==> src/rtl/sgi_dispatch_pkg.sv <==
package sgi_dispatch_pkg;
  localparam int SGI_IDS = 16;
  localparam int LIST_LO = 0;
  localparam int AFF1_LO = 16;
  localparam int ID_LO   = 24;
  localparam int AFF2_LO = 32;
  localparam int BCAST_B = 40;
  localparam int AFF3_LO = 48;

  typedef enum logic [1:0] {ST_IDLE, ST_SCAN, ST_DONE} scanState_t;

  typedef struct packed {
    logic load;
    logic visit;
  } dispStrobe_t;
endpackage

==> src/rtl/sgi_dispatch_ctrl.sv <==
module sgi_dispatch_ctrl
  import sgi_dispatch_pkg::*;
#(
  parameter int NUM_CORES = 8,
  localparam int IDXW = (NUM_CORES > 1) ? $clog2(NUM_CORES) : 1
) (
  input  logic            clk,
  input  logic            rstN,
  input  logic            reqValid,
  input  logic            loadSkip,
  input  logic            drained,
  output dispStrobe_t     strobe,
  output logic [IDXW-1:0] idx,
  output logic            busy,
  output logic            done
);
  localparam logic [IDXW-1:0] LAST = IDXW'(NUM_CORES - 1);

  scanState_t state;

  always_comb begin
    strobe.load  = (state == ST_IDLE) && reqValid;
    strobe.visit = (state == ST_SCAN);
  end

  assign busy = (state == ST_SCAN);
  assign done = (state == ST_DONE);

  always_ff @(posedge clk or negedge rstN) begin
    if (!rstN) begin
      state <= ST_IDLE;
      idx   <= '0;
    end else begin
      case (state)
        ST_IDLE: if (reqValid) begin
          idx   <= '0;
          state <= loadSkip ? ST_DONE : ST_SCAN;
        end
        ST_SCAN: begin
          if (drained || idx == LAST) state <= ST_DONE;
          else idx <= idx + IDXW'(1);
        end
        default: state <= ST_IDLE;
      endcase
    end
  end


  scan_step_chk: assert property (@(posedge clk) disable iff (!rstN)
    (busy && !drained && idx != LAST) |=> (busy && idx == $past(idx) + IDXW'(1)));


  done_pulse_chk: assert property (@(posedge clk) disable iff (!rstN)
    done |=> !done);
endmodule

==> src/rtl/sgi_dispatch_dp.sv <==
module sgi_dispatch_dp
  import sgi_dispatch_pkg::*;
#(
  parameter int NUM_CORES = 8,
  parameter logic [NUM_CORES*32-1:0] CORE_AFF = '0,
  localparam int IDXW = (NUM_CORES > 1) ? $clog2(NUM_CORES) : 1
) (
  input  logic                         clk,
  input  logic                         rstN,
  input  dispStrobe_t                  strobe,
  input  logic [IDXW-1:0]              idx,
  input  logic [63:0]                  reqWord,
  input  logic [IDXW-1:0]              reqCore,
  input  logic                         reqGroup1,
  input  logic [NUM_CORES*SGI_IDS-1:0] sgiGroupCfg,
  input  logic [NUM_CORES*SGI_IDS-1:0] sgiHwCfg,
  output logic                         loadSkip,
  output logic                         drained,
  output logic [SGI_IDS-1:0]           sgiOneHot,
  output logic [NUM_CORES-1:0]         pendMask,
  output logic [NUM_CORES-1:0]         hwMask
);
  logic [3:0]      sgiId;
  logic            bcast, allowG1;
  logic [23:0]     upperAff;
  logic [IDXW-1:0] srcCore;
  logic [15:0]     remList;

  logic [31:0] coreAff;
  logic        affHit, hit, grpOne, hwBacked, permit;
  logic [15:0] nextList;
  logic        unusedBits;

  assign unusedBits = ^{reqWord[63:56], reqWord[47:41], reqWord[31:28]};
  assign loadSkip = !reqWord[BCAST_B] && (reqWord[LIST_LO +: 16] == '0);

  always_comb begin
    coreAff  = CORE_AFF[int'(idx)*32 +: 32];
    affHit   = (coreAff[31:8] == upperAff) && (coreAff[7:0] < 8'd16) &&
               remList[coreAff[3:0]];
    hit      = bcast ? (idx != srcCore) : affHit;
    grpOne   = sgiGroupCfg[int'(idx)*SGI_IDS + int'(sgiId)];
    hwBacked = sgiHwCfg[int'(idx)*SGI_IDS + int'(sgiId)];
    permit   = hit && (!grpOne || allowG1);
    nextList = remList;
    if (!bcast && affHit) nextList[coreAff[3:0]] = 1'b0;
    drained  = !bcast && (nextList == '0);
  end

  always_ff @(posedge clk or negedge rstN) begin
    if (!rstN) begin
      sgiId     <= '0;
      bcast     <= 1'b0;
      allowG1   <= 1'b0;
      upperAff  <= '0;
      srcCore   <= '0;
      remList   <= '0;
      sgiOneHot <= '0;
      pendMask  <= '0;
      hwMask    <= '0;
    end else if (strobe.load) begin
      sgiId     <= reqWord[ID_LO +: 4];
      bcast     <= reqWord[BCAST_B];
      allowG1   <= reqGroup1;
      upperAff  <= {reqWord[AFF3_LO +: 8], reqWord[AFF2_LO +: 8], reqWord[AFF1_LO +: 8]};
      srcCore   <= reqCore;
      remList   <= reqWord[LIST_LO +: 16];
      sgiOneHot <= SGI_IDS'(1) << reqWord[ID_LO +: 4];
      pendMask  <= '0;
      hwMask    <= '0;
    end else if (strobe.visit) begin
      remList <= nextList;
      if (permit) begin
        if (hwBacked) hwMask[idx]   <= 1'b1;
        else          pendMask[idx] <= 1'b1;
      end
    end
  end


  id_onehot_chk: assert property (@(posedge clk) disable iff (!rstN)
    $onehot0(sgiOneHot));


  bcast_self_chk: assert property (@(posedge clk) disable iff (!rstN)
    (strobe.visit && bcast && idx == srcCore) |=> ($stable(pendMask) && $stable(hwMask)));


  group_gate_chk: assert property (@(posedge clk) disable iff (!rstN)
    (strobe.visit && !allowG1 && grpOne) |=> ($stable(pendMask) && $stable(hwMask)));


  hw_route_chk: assert property (@(posedge clk) disable iff (!rstN)
    (strobe.visit && hwBacked) |=> $stable(pendMask));


  hold_result_chk: assert property (@(posedge clk) disable iff (!rstN)
    (!strobe.load && !strobe.visit) |=> ($stable(pendMask) && $stable(hwMask) && $stable(sgiOneHot)));
endmodule

==> src/rtl/sgi_target_dispatch.sv <==
module sgi_target_dispatch
  import sgi_dispatch_pkg::*;
#(
  parameter int NUM_CORES = 8,
  parameter logic [NUM_CORES*32-1:0] CORE_AFF = {
    32'h0000_0014, 32'h0000_0105, 32'h0000_0105, 32'h0000_0104,
    32'h0000_0003, 32'h0000_0002, 32'h0000_0001, 32'h0000_0000},
  localparam int IDXW = (NUM_CORES > 1) ? $clog2(NUM_CORES) : 1
) (
  input  logic                       clk,
  input  logic                       rstN,
  input  logic                       reqValid,
  input  logic [63:0]                reqWord,
  input  logic [IDXW-1:0]            reqCore,
  input  logic                       reqGroup1,
  input  logic [NUM_CORES*16-1:0]    sgiGroupCfg,
  input  logic [NUM_CORES*16-1:0]    sgiHwCfg,
  output logic                       busy,
  output logic                       done,
  output logic [15:0]                sgiOneHot,
  output logic [NUM_CORES-1:0]       pendMask,
  output logic [NUM_CORES-1:0]       hwMask
);
  dispStrobe_t     strobe;
  logic [IDXW-1:0] idx;
  logic            loadSkip, drained;

  sgi_dispatch_ctrl #(.NUM_CORES(NUM_CORES)) ctrl_i (
    .clk(clk), .rstN(rstN), .reqValid(reqValid), .loadSkip(loadSkip),
    .drained(drained), .strobe(strobe), .idx(idx), .busy(busy), .done(done));

  sgi_dispatch_dp #(.NUM_CORES(NUM_CORES), .CORE_AFF(CORE_AFF)) dp_i (
    .clk(clk), .rstN(rstN), .strobe(strobe), .idx(idx), .reqWord(reqWord),
    .reqCore(reqCore), .reqGroup1(reqGroup1), .sgiGroupCfg(sgiGroupCfg),
    .sgiHwCfg(sgiHwCfg), .loadSkip(loadSkip), .drained(drained),
    .sgiOneHot(sgiOneHot), .pendMask(pendMask), .hwMask(hwMask));
endmodule

==> config.mk <==
export PLATFORM = sky130hd
export DESIGN_NAME = sgi_target_dispatch
export DESIGN_NICKNAME = d
export VERILOG_FILES = /design/src/rtl/sgi_dispatch_pkg.sv /design/src/rtl/sgi_dispatch_ctrl.sv /design/src/rtl/sgi_dispatch_dp.sv /design/src/rtl/sgi_target_dispatch.sv
export SDC_FILE = /design/constraint.sdc
export NUM_CORES = 1
export LEC_CHECK = 0
export BUFFER_PORTS_ARGS = -buffer_cell sky130_fd_sc_hd__buf_4
export CORE_AREA = 2 2 141 143
export DETAILED_ROUTE_END_ITERATION = 7
export DIE_AREA = 0 0 143 145
export GPL_TIMING_DRIVEN = 0
export HOLD_SLACK_MARGIN = 0.08
export PLACE_DENSITY = 0.63
export RECOVER_POWER = 25
export SLEW_MARGIN = 20
export SYNTH_ARGS = -nofsm -noshare
export SYNTH_HDL_FRONTEND = slang
export SYNTH_SLANG_ARGS = --single-unit
==> constraint.sdc <==
create_clock -name clk -period 4.9 [get_ports clk]
set_input_delay 0.98 -clock clk [delete_from_list [all_inputs] [get_ports clk]]
set_output_delay 0.98 -clock clk [all_outputs]
set_load 0.01 [all_outputs]
-- Word level (Yosys, flattened, before mapping)
Cells that the tools add are included.
- add/sub/neg operators: 2
- multiply operators: 0
- divide/modulo/power cells: 0
- magnitude comparators: 6
- equality and inequality tests: 9
- shifts and indexed selects: 2
- muxes and demuxes: 31
- bitwise gates (word level): 4
- reductions and logical operators: 25
- operator list (kind ; count):
    variable part select 256 x 9 -> 32 bit, first input constant ; 1
    2-to-1 mux 8 bit ; 8
    2-to-1 mux 16 bit ; 3
    logical NOT 16 bit ; 2
    < comparator 32 x 9 -> 1 bit, second input constant ; 1
    == test 24 bit ; 1
    AND 16 bit ; 1
    NOT 16 bit ; 1
    bitwise OR 8 bit ; 2
    left shift 1 x 4 -> 16 bit, first input constant ; 1
    binary-select mux 1 bit (select 7 bit) ; 2
    logical AND 1 bit ; 9
    AND reduction 3 bit ; 3
    adder 7 x 4 -> 8 bit ; 1
    < comparator 8 x 5 -> 1 bit, second input constant ; 1
    2-to-1 mux 1 bit ; 8
    nonzero test 2 bit ; 4
    2-to-1 mux 2 bit ; 3
    2-to-1 mux 3 bit ; 2
    != test 2 bit, second input constant ; 3
    one-hot mux 3 bit (2 select lines) ; 1
    < comparator 4 x 5 -> 1 bit, second input constant ; 1
    binary-select mux 1 bit (select 4 bit) ; 1
    demux 1 bit (select 4 bit) ; 1
    other kinds (15) ; 18
- register bits: 86
- latch bits: 0
- memory bits (writable): 0
- ROM bits: 0
- input port bits: 327
- output and inout port bits: 34
- logic and storage cells: 90
- memories: 0

-- Longest topological paths before layout
Gate-level depths: netlist of the first run.
- word-level depth: 13
- gate-level depth with buffers: 12
- mapped depth without buffers: 10

-- Cells and area by module
From an unflattened synthesis of the first run, not the netlist that was laid out.
- cell total of the unflattened synthesis: 625
- area, all modules: 6267.3 um2
- modules (own cells, without submodules) (module ; instances ; cells each ; area an instance (um2) ; seq. area each (um2)):
    sgi_dispatch_dp ; 1 ; 597 ; 5972.0 ; 2026.9
    sgi_dispatch_ctrl ; 1 ; 28 ; 295.3 ; 125.1

-- Worst setup path before layout of the first run
OpenSTA, ideal clock, no wires.
- kind: register to register
- start: register ctrl_i.idx[0]
- end: register dp_i.pendMask[4]
- library setup time: 84 ps
- data arrival time: 2543 ps
- data required time: 4816 ps
- setup slack: 2273 ps
- stages on the path, launching flop included: 11
- path buffers: 1
- clock period less this slack: 2627 ps
- cells stage by stage: dfrtp_1 ha_1 ha_1 nor4_1 nand4_1 nor4b_1 a21oi_1 nor2_1 clkbuf_1 nand3_1 o21ai_0
- word-level cells in the longest chain between the ends: 9
- elaborated cells between the ends (all ways): 32
- classes of those cells: 1 x add/sub; 3 x order compare; 3 x eq/ne; 1 x shift; 15 x mux; 1 x bitwise; 8 x reduce/logical
- RTL lines (item ; RTL line ; RTL):
    from (decl) ; sgi_dispatch_ctrl.sv:13 ; output logic [IDXW-1:0] idx,
    from (signal assigned) ; sgi_dispatch_ctrl.sv:41 ; else idx <= idx + IDXW'(1);
    branches (longest 9 deep; another with < comparator 8 x 5 -> 1 bit) ; -- ;
    to (signal assigned) ; sgi_dispatch_dp.sv:59 ; pendMask <= '0;
    to (signal assigned) ; sgi_dispatch_dp.sv:69 ; pendMask <= '0;
    to (signal, indexed assignment) ; sgi_dispatch_dp.sv:75 ; else pendMask[idx] <= 1'b1;
    to (decl) ; sgi_dispatch_dp.sv:20 ; output logic [NUM_CORES-1:0] pendMask,
Several ways; the timed one is not identified. The select of a mux whose other input is x is not followed.
A chain may end at the register's enable or synchronous reset.

-- Worst setup path in the final report of the first run
- start: register dp_i.sgiId[1]
- end: register dp_i.hwMask[5]
- word-level cells in the longest chain between the ends: 9
- elaborated cells between the ends (all ways): 13
- classes of those cells: 1 x add/sub; 6 x mux; 6 x reduce/logical
- RTL lines (item ; RTL line ; RTL):
    from (decl) ; sgi_dispatch_dp.sv:23 ; logic [3:0] sgiId;
    from (signal assigned) ; sgi_dispatch_dp.sv:62 ; sgiId <= reqWord[ID_LO +: 4];
    adder 7 x 4 -> 8 bit * ; sgi_dispatch_dp.sv:42, sgi_dispatch_dp.sv:43 ;
    binary-select mux 1 bit (select 7 bit) ; sgi_dispatch_dp.sv:42 ; grpOne = sgiGroupCfg[int'(idx)*SGI_IDS + int'(sgiId)];
    2-to-1 mux 1 bit (not written as such) (2 in series) ; sgi_dispatch_dp.sv:42 ;
    logical NOT 1 bit ; sgi_dispatch_dp.sv:44 ; permit = hit && (!grpOne || allowG1);
    logical OR 1 bit ; sgi_dispatch_dp.sv:44 ;
    logical AND 1 bit ; sgi_dispatch_dp.sv:44 ;
    nonzero test 2 bit (no line) ; -- ;
    AND reduction 3 bit (no line) * ; -- ;
    to (signal assigned) ; sgi_dispatch_dp.sv:60 ; hwMask <= '0;
    to (signal assigned) ; sgi_dispatch_dp.sv:70 ; hwMask <= '0;
    to (signal, indexed assignment) ; sgi_dispatch_dp.sv:74 ; if (hwBacked) hwMask[idx] <= 1'b1;
    to (decl) ; sgi_dispatch_dp.sv:21 ; output logic [NUM_CORES-1:0] hwMask
Mark *: on every way between the ends. The rest lies on a longest branch, timed or not. The select of a mux whose other input is x is not followed.

==> out/qor.csv, run 1 <==
metric;value;unit
Tmin final;3.39;ns
largest net degree at the start of global routing;87;
async set-or-reset flop fraction in the synthesized netlist;1.00;
status;finished with violations;
via count;6721;
DIE AREA;20700;sq um
H-tree depth;3;
Synthesized Nets;1022;
TNS Setup;0;ns
global router's overall resource usage;0.251;
cts hold-fix bufs;0;
sequential area share after synthesis;0.355;
I/O Pins;361;
WP data arrival;3.58;ns
FF-to-FF path depth;11;
Max-slew headroom;-0.430;
ranking of synthesized cells by area;dfrtp_1, mux2i_1, nand2_1;
Final Hold Viols;0;
synthesized area;6070;sq um
largest buffer count on any clock path;2;
# diodes;0;
critical-path cell list;clkbuf_1 > nor2b_1 > clkbuf_1 > clkbuf_1 > a22oi_1 > nand4_1 > a21oi_1 > a31oi_1 > a41oi_1 > clkbuf_1 > o21ai_0;
core area;19200;sq um
WL final;26500;microns
Adder-Cell Fraction of Synth Area;0.00619;
Final ANT Viol Nets;0;
Post-Syn Instances;692;
post-CTS setup buffers;0;
TritonCTS buffer count;9;
clock slew at reported path FFs;0.07;ns
Clk Tree Root Cell;clkbuf_16;
gr ovfl total;0;
Worst Hold Launch;dp_i.upperAff[4];
Row Count;51;
Cell variety after synth;46;
Final Skew;0.00988;ns
Max Slew Vio Count;87;
largest family of logic cells by synthesized area;multiplexers;
vias in the first global route;6931;
initial antenna violation count;1;
Startpoint Class;register;
total clock sinks;86;
worst r2r dst;dp_i.hwMask[5];
post-synth top area share;0.355;
Max Cap Viol;1;
measured slew at the worst slew-check pin;2.15;ns
final core occ;0.482;
die width;143;microns
hold path depth;2;
synthesized area per cell;8.77;sq um
count leader, synth;nand2_1;
FF+latch count, synth;86;
Main synth FF type;dfrtp_1;
drt drc;0;
failing checks;capacitance limit, slew limit;
Hold Crit Endpoint;dp_i.upperAff[4];
I/O Buffers;341;
DR vias/cell;5.11;
xor/xnor share of the synthesized area;0.00577;
CP peak stage delay;0.64;ns
Yosys top cell by area;dfrtp_1;
Final GP Congestion;0.886;
most used cell, CP;clkbuf_1;
DPL Wire Length;22100;microns
CP Capture Type;register;
leakage power;0.00448;uW
Post-synth top cells;nand2_1, mux2i_1, dfrtp_1;
slowest stage cell, crit path;a41oi_1;
Pre-antenna DRT Iters;5;
Area Overhead vs Synth;52.5;%
Cell Pwr Density;489;nW/um^2
Hold Path Class;register to register;
mux cell area share after synthesis;0.232;
layout net count;1374;
Peak supply drop;0.268;mV
Die Y-Extent;145;microns
Setup violations, final;0;
CTS tree;done;
Worst EP required;5.10;ns
WL/cell;20.1;microns
R2R Path Start;dp_i.sgiId[1];
initial core utilization;0.316;
Worst-Skew Late Latency;0.34;ns
crit-path max FO;10;
post-synthesis simple-gate area fraction;0.222;
fin crit share;0.691;
Post-synth EDFFs;0;
yosys warns;0;
unrepaired setup endpoints after global routing;false;
share of cells above drive strength 1;0.379;
initial drt markers;574;
Synth Area in Compound Gates;0.132;
first-pass GRT wire length;39800;microns
cts repair resizes;0;
worst reg-to-reg setup slack;1.51;ns
crit path kind;register to register;
FMAX;295;MHz
## layout by cell type, fill, tap and decap left out, types with 2 or more instances in the layout
master     netlist  routed
a21bo_2          2       2
a21oi_1          8       8
a221oi_1         3       3
a22o_1           6       6
a22oi_1         33      33
a311oi_1         3       3
a31oi_1          3       3
and2_1           2       2
buf_1            6       6
buf_2            6       6
buf_4            4     344
buf_6            6       6
clkbuf_1        28      29
clkbuf_16        0       9
clkinv_2         0       2
dfrtp_1         86      86
ha_1             3       3
inv_1            7       7
mux2_2           3       3
mux2i_1         97      97
mux4_2          18      18
nand2_1        203     203
nand2b_1         9       9
nand3_1         25      25
nand3b_1         2       2
nand4_1         13      13
nor2_1          32      32
nor2b_1          5       5
nor3_1           4       4
nor4_1          11      11
o2111ai_1        4       4
o211ai_1         3       3
o21ai_0         18      18
o21ai_1          4       4
o22ai_1          5       5
o311ai_0         2       2
o31ai_1          9       9
o41ai_1          6       6
xnor2_1          4       4
## worst max-delay path, delay by kind of cell, from the launching register on
kind / cells / cell delay [ns]
AO/OA/AOI/OAI: 5 / 1.24
flip-flops: 1 / 0.32
buffers and inverters: 4 / 1.41
AND/OR/NAND/NOR: 2 / 0.26
## how the worst max path moves through the flow
| stage | startpoint | end | depth (start not counted) |
|---|---|---|---|
| CTS | dp_i.sgiId[1] | dp_i.hwMask[5] | 11 |
| floorplan | ctrl_i.idx[0] | dp_i.pendMask[4] | 10 |
| detailed placement | sgiGroupCfg[61] | dp_i.hwMask[5] | 9 |
| global route | dp_i.sgiId[1] | dp_i.hwMask[3] | 11 |
| global placement | sgiGroupCfg[61] | dp_i.hwMask[3] | 9 |
| finish | dp_i.sgiId[1] | dp_i.hwMask[5] | 11 |
## routing by layer
| layer | track usage | vias to the layer above | routed length [microns] |
|---|---|---|---|
| li1 | - | 3213 | - |
| met1 | 0.344 | 3201 | 11400 |
| met2 | 0.421 | 277 | 12800 |
| met3 | 0.0304 | 28 | 1860 |
| met4 | 0.0579 | 2 | 389 |
| met5 | 0 | - | 12 |
## logic make-up (layout without fill, tap and decap cells)
| group | Yosys count | after routing |
|---|---|---|
| AO/OA/AOI/OAI | 113 | 113 |
| multiplexers | 118 | 118 |
| flip-flops | 86 | 86 |
| adder cells (fa/ha/maj) | 3 | 3 |
| buffers and inverters | 57 | 414 |
| XOR/XNOR | 4 | 4 |
| AND/OR/NAND/NOR | 311 | 311 |
## layout make-up
type	count	area, sq um
fill	1908	9950
multi-input combinational	549	3630
timing repair buffer	341	2560
sequential	86	2150
tap	265	332
buffer	50	255
clock buffer	11	243
clock inverter	5	56.3
inverter	7	26.3
## state kept, by name, summed over array words and instances, names as in the netlist
signal          count
dp_i.upperAff      24
dp_i.hwMask         8
dp_i.sgiId          4
ctrl_i.idx          3
dp_i.bcast          1
dp_i.srcCore        3
dp_i.sgiOneHot     16
dp_i.pendMask       8
dp_i.remList       16
dp_i.allowG1        1
ctrl_i.state        2
## where the power goes
| group | leakage, uW | switching (uW) | internal [uW] |
|---|---|---|---|
| Sequential | 0.00111 | 185 | 981 |
| Combinational | 0.00322 | 1530 | 1140 |
| Clock | 0.000146 | 284 | 409 |
| Total | 0.00448 | 2000 | 2530 |
## stage by stage
stage	hold WS (ns)	cell area (sq um)	setup slack (ns)	instances	total power, uW
6_report	0.476	9260	1.51	1314	4530
5_1_grt	0.499	9260	1.15	1314	4860
4_1_cts	0.479	9260	1.46	1314	4550
3_5_place_dp	0.464	8960	1.36	1298	3850
3_3_place_gp	0.459	8960	1.38	1298	3830
2_1_floorplan	0.446	6070	2.27	692	2890
Power figures use the tool's default switching activity.
==> run 2, diff against run 1 <==
Settings changed: PLACE_DENSITY 0.63 to 0.66.
Clock period 4.9 ns to 3.1 ns, I/O delays scaled along.
==> run 2 against run 1 <==
Effect of this change: the flow still finishes with violations (capacitance limit, slew limit); cell count shrank 0.15%; global-route usage is 0.59 points lower; sequential share of layout area shrank 0.13 points; worst hold slack worse by 0.018 ns; final area is 0.62% higher; critical path depth is 2 lower; power grew 59%; critical path type unchanged.
==> out/qor.csv, run 2 (same netlist as run 1, synthesis figures left out) <==
metric;value;unit;change
status;finished with violations;;unchanged
failing checks;capacitance limit, slew limit;;unchanged
initial core utilization;0.316;;unchanged
layout net count;1372;;was 1374
Clk Tree Root Cell;clkbuf_16;;unchanged
biggest regs;dp_i.upperAff: 24 flops, dp_i.remList: 16 flops, dp_i.sgiOneHot: 16 flops;;unchanged
CP peak stage delay;0.47;ns;was 0.64 ns
Area Overhead vs Synth;53.5;%;was 52.5%
Cell Pwr Density;774;nW/um^2;was 489 nW/um^2
DP Worst Slack;-0.232;ns;was 1.36 ns
WL/cell;20.1;microns;about the same
R2R Path Start;ctrl_i.idx[0];;was dp_i.sgiId[1]
number of flip-flops in the largest register;24;;unchanged
global router's overall resource usage;0.245;;was 0.251
first-pass GRT wire length;38500;microns;was 39800 microns
measured slew at the worst slew-check pin;2.14;ns;was 2.15 ns
WP data arrival;3.12;ns;was 3.58 ns
DPL Wire Length;21800;microns;was 22100 microns
commonest non-fill, non-tap cell in the layout;buf_4;;unchanged
drt drc;0;;unchanged
Tot Pwr;7200;uW;was 4530 uW
Worst-Skew Late Latency;0.35;ns;was 0.34 ns
initial antenna violation count;3;;was 1
critical-path cell list;ha_1 > ha_1 > nor4_1 > nand4_1 > nor2_1 > nand4_1 > a221oi_2 > a311oi_2 > o21bai_1;;was clkbuf_1 > nor2b_1 > clkbuf_1 > clkbuf_1 > a22oi_1 > nand4_1 > a21oi_1 > a31oi_1 > a41oi_1 > clkbuf_1 > o21ai_0
share of cells above drive strength 1;0.395;;was 0.379
Max Cap Viol;1;;unchanged
FF-to-FF path depth;9;;was 11
Finished Layout Cells;1312;;was 1314
TNS Setup;0;ns;unchanged
Row Count;51;;unchanged
core area;19200;sq um;unchanged
CP Capture Type;register;;unchanged
CP endpoint;ctrl_i.state[0];;was dp_i.hwMask[5]
crit path kind;register to register;;unchanged
CTS tree;done;;unchanged
Final Hold Viols;0;;unchanged
Die Y-Extent;145;microns;unchanged
fin crit share;0.939;;was 0.691
Final ANT Viol Nets;0;;unchanged
leakage power;0.00453;uW;was 0.00448 uW
TritonCTS buffer count;9;;unchanged
worst r2r dst;ctrl_i.state[0];;was dp_i.hwMask[5]
CP bufs+invs;0;;was 4
H-tree depth;3;;unchanged
vias in the first global route;6679;;was 6931
worst reg-to-reg setup slack;0.19;ns;was 1.51 ns
gr ovfl total;0;;unchanged
critical path's top delay family;simple AND/OR/NAND/NOR gates;;was buffers and inverters
via count;6740;;was 6721
initial drt markers;441;;was 574
Worst EP required;3.31;ns;was 5.10 ns
I/O Pins;361;;unchanged
Pre-antenna DRT Iters;5;;unchanged
most frequent cells in the layout;buf_4, nand2_1, mux2i_1, dfrtp_1, a22oi_1;;unchanged
Setup violations, final;0;;unchanged
DR vias/cell;5.14;;was 5.11
largest buffer count on any clock path;2;;unchanged
Hold Path Class;input pin to register;;was register to register
Startpoint Class;register;;unchanged
Worst Hold Launch;reqWord[22];;was dp_i.upperAff[4]
launch point of the worst path;ctrl_i.idx[0];;was dp_i.sgiId[1]
clock slew at reported path FFs;0.08;ns;was 0.07 ns
crit-path max FO;6;;was 10
Final WS setup;0.190;ns;was 1.51 ns
DIE AREA;20700;sq um;unchanged
FMAX;344;MHz;was 295 MHz
# diodes;0;;unchanged
Max-slew headroom;-0.426;;was -0.430
Crit path depth;9;;was 11
Tmin final;2.91;ns;was 3.39 ns
Filler cells;1882;;was 1908
Reg with most FFs;dp_i.upperAff;;unchanged
Final GP Congestion;0.951;;was 0.886
largest net degree at the start of global routing;87;;unchanged
Max Slew Vio Count;87;;unchanged
total clock sinks;86;;unchanged
I/O Buffers;341;;unchanged
WL final;26300;microns;was 26500 microns
slowest stage cell, crit path;dfrtp_1;;was a41oi_1
die width;143;microns;unchanged
Final Skew;0.0116;ns;was 0.00988 ns
placed cells;1298;;unchanged
Peak supply drop;0.434;mV;was 0.268 mV
-- run 2: cell count changes in the layout (fill, tap and decap cells not counted), moves of 2 or more --
cell	change
buf_1	-4
clkbuf_2	+9
clkbuf_1	-8
inv_6	+2
inv_8	+2
clkinv_2	-2
-- run 2: worst min-delay path by stage --
| stage | to | slack [ns] | depth (start not counted) |
|---|---|---|---|
| floorplan | ctrl_i.idx[0] | 0.32 | 0 |
| global placement | dp_i.upperAff[15] | 0.46 | 2 |
| detailed placement | dp_i.upperAff[9] | 0.46 | 2 |
| CTS | dp_i.upperAff[6] | 0.45 | 3 |
| global route | dp_i.upperAff[17] | 0.47 | 3 |
| finish | dp_i.upperAff[6] | 0.46 | 3 |
-- run 2: worst reg2reg max path: stages, from the launching register on --
cell and delay, ns:
dfrtp_1 0.47, ha_1 0.25, ha_1 0.25, nor4_1 0.24
nand4_1 0.22, nor2_1 0.31, nand4_1 0.21, a221oi_2 0.32
a311oi_2 0.27, o21bai_1 0.24
-- run 2: repair_timing --
item | in CTS | in global routing
hold buffers | 0 | 0
buffers inserted | 0 | 0
endpoints found under the setup margin | 18 | 17
pin swaps | 1 | 1
gates resized for setup | 4 | 22
-- run 2: stage by stage --
stage / hold WS (ns) / util / instance area, sq um
detailed placement: 0.464 / 0.466 / 8960
global route: 0.465 / 0.485 / 9310
finish: 0.458 / 0.485 / 9310
floorplan: 0.324 / - / 6070
CTS: 0.449 / 0.483 / 9270
global placement: 0.461 / 0.466 / 8960
-- run 2: final cells by class --
type	count	area, sq um	share of cell area
inverters	7	26.3	0.00282
flip-flops and latches	86	2150	0.231
well taps	265	332	0.0356
clock buffers	9	225	0.0242
plain buffers	48	265	0.0285
multi-input cells	549	3680	0.395
clock inverters	7	73.8	0.00793
repair buffers	341	2560	0.275
-- run 2: where the power goes --
part           internal, uW  switching [uW]  total, uW
clock                   571             502       1070
combinational          1840            2420       4260
sequential             1550             318       1870
total                  3960            3240       7200
-- run 2: metal layers --
metal,vias up,share of wire,track usage
li1,3215,-,-
met1,3202,0.41,0.309
met5,-,0.0010,0
met4,6,0.013,0.0540
met3,31,0.081,0.0617
met2,286,0.50,0.419
